File: src/rtl/sync_qual_pkg.sv
package sync_qual_pkg;

    // Acceptance window on the period: 5/7 * P <= N <= P  (freq. 1.0x .. 1.4x)
    localparam int unsigned WIN_NUM = 5;
    localparam int unsigned WIN_DEN = 7;

    typedef struct packed {
        logic accept;
        logic reject;
    } edge_verdict_t;

    function automatic logic period_in_window(input logic [31:0] meas,
                                              input logic [31:0] ref_p);
        logic [35:0] scaled_meas;
        logic [35:0] scaled_ref;
        scaled_meas = {4'b0, meas} * 36'(WIN_DEN);
        scaled_ref  = {4'b0, ref_p} * 36'(WIN_NUM);
        return (meas <= ref_p) && (scaled_meas >= scaled_ref);
    endfunction

endpackage

File: src/rtl/sq_edge_sync.sv
module sq_edge_sync #(
    parameter int STAGES = 2
) (
    input  logic clk,
    input  logic rst,
    input  logic pin_i,
    output logic fall_o
);
    logic [STAGES-1:0] stage_q;
    logic              last_q;

    if (STAGES == 1) begin : g_one
        always_ff @(posedge clk) begin
            if (rst) stage_q <= '0;
            else     stage_q <= pin_i;
        end
    end else begin : g_many
        always_ff @(posedge clk) begin
            if (rst) stage_q <= '0;
            else     stage_q <= {stage_q[STAGES-2:0], pin_i};
        end
    end

    always_ff @(posedge clk) begin
        if (rst) last_q <= 1'b0;
        else     last_q <= stage_q[STAGES-1];
    end

    assign fall_o = last_q & ~stage_q[STAGES-1];
endmodule

File: src/rtl/sq_period_meter.sv
module sq_period_meter
    import sync_qual_pkg::*;
#(
    parameter int CNT_W = 16
) (
    input  logic             clk,
    input  logic             rst,
    input  logic             fall_i,
    input  logic [CNT_W-1:0] local_period_i,
    output edge_verdict_t    verdict_o
);
    logic [CNT_W-1:0] span_q;
    logic             seen_q;
    logic             in_win;

    always_comb in_win = period_in_window(32'(span_q), 32'(local_period_i));

    always_comb begin
        verdict_o.accept = fall_i & seen_q & in_win;
        verdict_o.reject = fall_i & seen_q & ~in_win;
    end

    // span_q holds the number of clocks since the last falling edge
    always_ff @(posedge clk) begin
        if (rst) begin
            span_q <= '0;
            seen_q <= 1'b0;
        end else if (fall_i) begin
            span_q <= CNT_W'(1);
            seen_q <= 1'b1;
        end else if (span_q != '1) begin
            span_q <= span_q + CNT_W'(1);
        end
    end
endmodule

File: src/rtl/sq_phase_delay.sv
module sq_phase_delay #(
    parameter int DLY = 4
) (
    input  logic clk,
    input  logic rst,
    input  logic in_i,
    output logic out_o
);
    if (DLY == 0) begin : g_none
        assign out_o = in_i;
    end else if (DLY == 1) begin : g_single
        logic q;
        always_ff @(posedge clk) begin
            if (rst) q <= 1'b0;
            else     q <= in_i;
        end
        assign out_o = q;
    end else begin : g_chain
        logic [DLY-1:0] q;
        always_ff @(posedge clk) begin
            if (rst) q <= '0;
            else     q <= {q[DLY-2:0], in_i};
        end
        assign out_o = q[DLY-1];
    end
endmodule

File: src/rtl/sync_qual_top.sv
module sync_qual_top
    import sync_qual_pkg::*;
#(
    parameter int CNT_W       = 16,
    parameter int SYNC_STAGES = 2,
    parameter int PHASE_DLY   = 4,
    parameter int LOCK_MARGIN = 16
) (
    input  logic             clk,
    input  logic             rst,
    input  logic             sync_pin,
    input  logic [CNT_W-1:0] local_period,
    output logic             cycle_start,
    output logic             sync_locked
);
    localparam int LIM_W = CNT_W + 1;

    logic          pin_fall;
    edge_verdict_t verdict;
    logic          sync_start;
    logic          free_start;
    logic [LIM_W-1:0] tmr_q;
    logic [LIM_W-1:0] limit;

    sq_edge_sync #(.STAGES(SYNC_STAGES)) u_edge (
        .clk(clk), .rst(rst), .pin_i(sync_pin), .fall_o(pin_fall)
    );

    sq_period_meter #(.CNT_W(CNT_W)) u_meter (
        .clk(clk), .rst(rst), .fall_i(pin_fall),
        .local_period_i(local_period), .verdict_o(verdict)
    );

    sq_phase_delay #(.DLY(PHASE_DLY)) u_delay (
        .clk(clk), .rst(rst), .in_i(verdict.accept), .out_o(sync_start)
    );

    // Locked: allow margin before giving up on the external edge
    always_comb begin
        if (sync_locked) limit = {1'b0, local_period} + LIM_W'(LOCK_MARGIN);
        else             limit = {1'b0, local_period};
        free_start = (tmr_q >= limit) & ~sync_start;
    end

    always_ff @(posedge clk) begin
        if (rst) begin
            tmr_q       <= '0;
            cycle_start <= 1'b0;
            sync_locked <= 1'b0;
        end else begin
            cycle_start <= sync_start | free_start;
            if (sync_start | free_start) tmr_q <= LIM_W'(1);
            else if (tmr_q != '1)        tmr_q <= tmr_q + LIM_W'(1);
            if (verdict.reject | free_start) sync_locked <= 1'b0;
            else if (sync_start)             sync_locked <= 1'b1;
        end
    end
endmodule

File: config.mk
export PLATFORM = sky130hd
export DESIGN_NAME = sync_qual_top
export DESIGN_NICKNAME = d
export VERILOG_FILES = /design/src/rtl/sync_qual_pkg.sv /design/src/rtl/sq_edge_sync.sv /design/src/rtl/sq_period_meter.sv /design/src/rtl/sq_phase_delay.sv /design/src/rtl/sync_qual_top.sv
export SDC_FILE = /design/constraint.sdc
export NUM_CORES = 1
export LEC_CHECK = 0
export BUFFER_PORTS_ARGS = -buffer_cell sky130_fd_sc_hd__buf_2
export CORE_MARGIN = 2
export CORE_UTILIZATION = 60
export DETAILED_ROUTE_END_ITERATION = 8
export PLACE_DENSITY = 0.77
export SLEW_MARGIN = 20
export SYNTH_ARGS = -nofsm -noshare
export SYNTH_HDL_FRONTEND = slang
export SYNTH_SLANG_ARGS = --single-unit
File: constraint.sdc
create_clock -name clk -period 12.5 [get_ports clk]
set_input_delay 3.75 -clock clk [delete_from_list [all_inputs] [get_ports clk]]
set_output_delay 3.75 -clock clk [all_outputs]
set_load 0.1 [all_outputs]
After elaboration in Yosys (flattened, before gate mapping). Cells that the tools add are included.

Bits of input ports: 19. Bits in registers: 43. Logic and storage cells: 41. Output and inout port bits: 2.

Reduce and logical (&&, ||, !) cells: 6. Bitwise operators: 10. $add $sub $neg: 3. $mul: 2. Equal/unequal tests: 2. Muxes and demuxes: 5. Order comparisons: 3.

Operator list (count): multiplier 16 x 3 -> 19 bit, second input constant (2); >= comparator 19 bit (1); adder 16 x 5 -> 17 bit, second input constant (1); adder 17 x 1 -> 17 bit, second input constant (1); >= comparator 17 bit (1); two-way mux 17 bit (1); != test 17 bit, second input constant (1); adder 16 x 1 -> 16 bit, second input constant (1); <= comparator 16 bit (1); != test 16 bit, second input constant (1); OR reduction 2 bit (3); bitwise AND 1 bit (5); two-way mux 1 bit (4); nonzero test 2 bit (2); inverter 1 bit (3); OR 1 bit (2); logical AND 1 bit (1).

Depth between registers and ports, before layout.
Depth in word-level cells: 7. Depth in mapped cells: 17. Depth with buffers taken out: 17.

By module. Synthesis repeated with hierarchy kept, for this count alone.

Cell total of the unflattened synthesis: 598. Area total of the unflattened synthesis: 5176.2 sq um.

Modules (own cells, without submodules): sq_period_meter (sequential area each 340.3 sq um, area an instance 3562.2 sq um, cells an instance 417, times used 1); sync_qual_top (sequential area each 380.4 sq um, area an instance 1421.4 sq um, cells an instance 166, times used 1); sq_phase_delay (sequential area each 80.1 sq um, area an instance 105.1 sq um, cells an instance 8, times used 1); sq_edge_sync (sequential area each 60.1 sq um, area an instance 87.6 sq um, cells an instance 7, times used 1).

Worst setup path before layout. Ideal clock, no wire load.

Kind: input-to-reg. From: input local_period[1]. To: register sync_locked. Setup time: 0.095 ns. Required time: 12.405 ns. Cell stages on the path: 15. Arrival time: 6.628 ns. Buffers on the path: 0. Slack: 5.777 ns. Path through: ha_1 ha_1 inv_1 fa_1 nor2b_1 o2111ai_1 and3_1 nor3_1 a211o_1 xnor2_1 ha_1 nand4_1 a2111oi_0 o22ai_1 a221oi_1.

Word-level cells in the longest chain between the ends: 7. Elaborated cells on any way between the ends: 12.

Ends and longest elaborated chain: start, declared (line sync_qual_top.sv:12) `input logic [CNT_W-1:0] local_period,`; multiplier 16 x 3 -> 19 bit (line sync_qual_pkg.sv:17) `scaled_ref = {4'b0, ref_p} * 36'(WIN_NUM);`; >= comparator 19 bit (line sync_qual_pkg.sv:18) `return (meas <= ref_p) && (scaled_meas >= scaled_ref);`; logical AND 1 bit (line sync_qual_pkg.sv:18); inverter 1 bit (line sq_period_meter.sv:20) `verdict_o.reject = fall_i & seen_q & ~in_win;`; bitwise AND 1 bit (line sq_period_meter.sv:20); OR 1 bit * (line sync_qual_top.sv:54) `if (verdict.reject | free_start) sync_locked <= 1'b0;`; OR reduction 2 bit (no source line) *; end signal, assigned (line sync_qual_top.sv:49) `sync_locked <= 1'b0;`; end signal, assigned (line sync_qual_top.sv:54); end signal, assigned (line sync_qual_top.sv:55) `else if (sync_start) sync_locked <= 1'b1;`; end, declared (line sync_qual_top.sv:14) `output logic sync_locked`.

Every way passes the cells marked *; elsewhere a longest branch is shown, timed or not. A chain may end at the register's enable or synchronous reset.

Final worst setup path.
From: input local_period[3]. To: register sync_locked.

The elaborated chain is that of the path after synthesis.

==> out/metrics.yaml <==
status:
  status: "complete, no violations"
critical_path:
  crit_path_end_kind: "register"
  timing.rr.start: "u_meter.span_q[2]$_SDFFE_PP0P_"
  cp_data_required_time_ns: 12.72
  worstPathArrival_ns: 7.25
  critPathLaunch: "local_period[3]"
  slowest_stage: "a2111oi_0"
  path_cells: "buf_2, ha_1, ha_1, inv_1, fa_1, nor2b_1, o2111ai_1, a31oi_1, o21bai_1, mux2i_1, a2111oi_0, ha_1, nand4_1, a2111oi_0, o22ai_1, a221oi_1"
  crit_path_start_kind: "input port"
  cp.depth: 16
  critPathMaxFanout: 3
  rr_endpoint: "sync_locked$_SDFFE_PP0P_"
  crit_type: "in -> reg"
  crit_end: "sync_locked$_SDFFE_PP0P_"
  max_stage_delay_ns: 0.47
  cpLargestDelayFamily: "compound AO/OA/AOI/OAI gates"
  crit_buf_inv: 2
  reg2reg_depth: 14
  reg2reg_slack_ns: 8.16
  cpMostUsedCell: "ha_1"
detailed_routing:
  vias_per_cell: 5.94
  wirelength_mm: 11.6
  avgRoutedWirePerCell_um: 16.1
  drt_iter0_drc: 166
  num_vias: 4298
  post-route-drc-count: 0
  dr.pass1.iters: 4
  final_antenna_net_count: 0
logic_synthesis:
  synth_top_family_by_area: "adder cells"
  synth_area_per_cell_um2: 8.64
  ys.warnings.count: 0
  ys_ff_latch: 43
  synth-adder-area-share_pct: 34.2
  synthTopCellsByArea: "ha_1, dfxtp_1, fa_1, xnor2_1, xor2_1"
  yosysTopAreaCell: "ha_1"
  ys_seq_area_share_pct: 16.7
  yosys.area_share.simple_pct: 17.9
  synth-compound-area-share_pct: 16.4
  muxShareOfSynthArea_pct: 0.969
  synth_common_cells: "ha_1, nor2_1, dfxtp_1, inv_1, a21oi_1"
  yosysMostFrequentCell: "ha_1"
  syn_area_um2: 5160
  async_reset_ff_share_pct: 0
  synth_top_area_share_pct: 27.6
  yosys.area_share.xor_xnor_pct: 10.5
  syn-num-nets: 748
  syn_inst: 598
  synth_edf_count: 0
  ys.flop_type: "dfxtp_1"
  synth_cell_type_count: 50
sta:
  slew_viol_final: 0
  fin_crit_sh_pct: 56.3
  fin_skew_ns: 0.00981
  maxSlewHeadroom_pct: 51.2
  finalCriticalPeriod_ns: 7.03
  fmax_mhz: 142
  setup-tns-final_ns: 0
  rsz0062_at_grt: "no"
  setup_viol: 0
  hold_viol: 0
  worstMarginPinSlew_ns: 0.726
global_route:
  grt_usage_pct: 25.4
  grt_max_degree: 17
  grt_pass1_wl_mm: 20.1
  antenna_found_initial: 0
  grt_pass1_vias: 4528
  grt-ovfl-total: 0
clocking:
  clk_pin_slew_ns: 0.10
  cts_root_buffer: "clkbuf_8"
  cts_tree: "done"
  clock-sinks: 43
  cts_setup_buffers: 0
  numCtsBuffers: 5
  clk_latency_ns: 0.31
  cts_resized: 0
  cts_hold_buf: 0
  htreeDepth: 2
  clock_path_buffers: 2
placed_design:
  place_congestion: 0.882
  portBuffers: 20
  dpl.hpwl_mm: 9.48
final_layout:
  finalNetCount: 768
  antenna_cells: 0
  syn2layout_area_growth_pct: 6.44
  drive_gt1_share_pct: 5.33
die:
  start_util_pct: 62.2
  coreArea_um2: 8300
  io-pin-count: 21
  die_width_um: 96.8
  rows: 33
  die_height_um: 96.8
  dieArea_um2: 9370
power_and_ir_drop:
  power_density_nw_per_um2: 70.3
  p_leak_nw: 2.84
  fin_total_pwr_mw: 0.386
  peakVddDrop_mv: 0.0439
job:
  drv_cap: 0
min_path:
  hold_path_class: "reg -> reg"
-- registers in the layout (all words and copies together) (netlist names) --
signal / flops
u_meter.span_q: 16
u_edge.last_q: 1
u_delay.g_chain.q: 4
tmr_q: 17
sync_locked: 1
u_meter.seen_q: 1
cycle_start: 1
u_edge.stage_q: 2
-- power breakdown --
part | leakage, nW | total [mW] | switching, mW | internal, mW
registers | 0.348 | 0.142 | 0.00307 | 0.139
logic | 2.43 | 0.107 | 0.0613 | 0.0455
clock network | 0.0644 | 0.138 | 0.0577 | 0.0798
-- per-layer routing --
layer	global-route usage (%)	vias up	wire [um]
li1	-	2172	-
met4	7.48	0	293
met3	2.67	26	332
met2	46.8	61	5920
met1	31.1	2039	5090
met5	0	-	0
-- cell type report --
type / count / area, um2
well taps: 105 / 131
inverters: 37 / 139
multi-input cells: 511 / 4130
clock inverters: 3 / 67.6
flip-flops and latches: 43 / 861
repair buffers: 20 / 100
fillers: 692 / 2800
clock buffers: 5 / 68.8
-- how the worst min path moves through the flow --
stage	start	to	slack, ns	cells after the start
3_5_place_dp	u_delay.g_chain.q[2]$_SDFF_PP0_	u_delay.g_chain.q[3]$_SDFF_PP0_	0.43	1
3_3_place_gp	u_edge.stage_q[0]$_SDFF_PP0_	u_edge.stage_q[1]$_SDFF_PP0_	0.42	1
5_1_grt	u_edge.stage_q[0]$_SDFF_PP0_	u_edge.stage_q[1]$_SDFF_PP0_	0.47	1
4_1_cts	u_delay.g_chain.q[1]$_SDFF_PP0_	u_delay.g_chain.q[2]$_SDFF_PP0_	0.45	1
6_report	u_edge.stage_q[0]$_SDFF_PP0_	u_edge.stage_q[1]$_SDFF_PP0_	0.45	1
2_1_floorplan	u_delay.g_chain.q[0]$_SDFF_PP0_	u_delay.g_chain.q[1]$_SDFF_PP0_	0.41	1
-- cells by family (layout without fill, tap and decap cells) --
logic type                 Yosys count  after routing
muxes                                5              5
and+or+nand+nor                    186            186
buffers and inverters               44             65
xor gates and xnor gates            62             62
AOI/OAI and AO/OA                  127            127
adders and majority gates          131            131
DFF                                 43             43
-- layout by cell type, fill, tap and decap left out, drive strengths merged, types with 13 or more instances in the layout --
cell	Yosys	routed
and3	13	13
nor2	53	53
a21oi	36	36
a21o	18	18
nor2b	13	13
nand3	24	24
o21ai	28	28
inv	37	37
xnor2	33	33
xor2	29	29
fa	17	17
ha	114	114
buf	2	20
dfxtp	43	43
nand2	35	35
-- stage by stage --
step                      utilization [%]  hold slack, ns  instances  setup WS, ns  instance area, um2
after detailed placement             64.6           0.428        716          5.16                5360
after global placement               64.6           0.415        716          5.38                5360
after CTS                            66.2           0.448        724          5.47                5500
after global routing                 66.2           0.466        724          5.16                5500
after floorplan                         -           0.414        598          5.78                5160
final                                66.2           0.449        724          5.47                5500
Power figures use the tool's default switching activity.
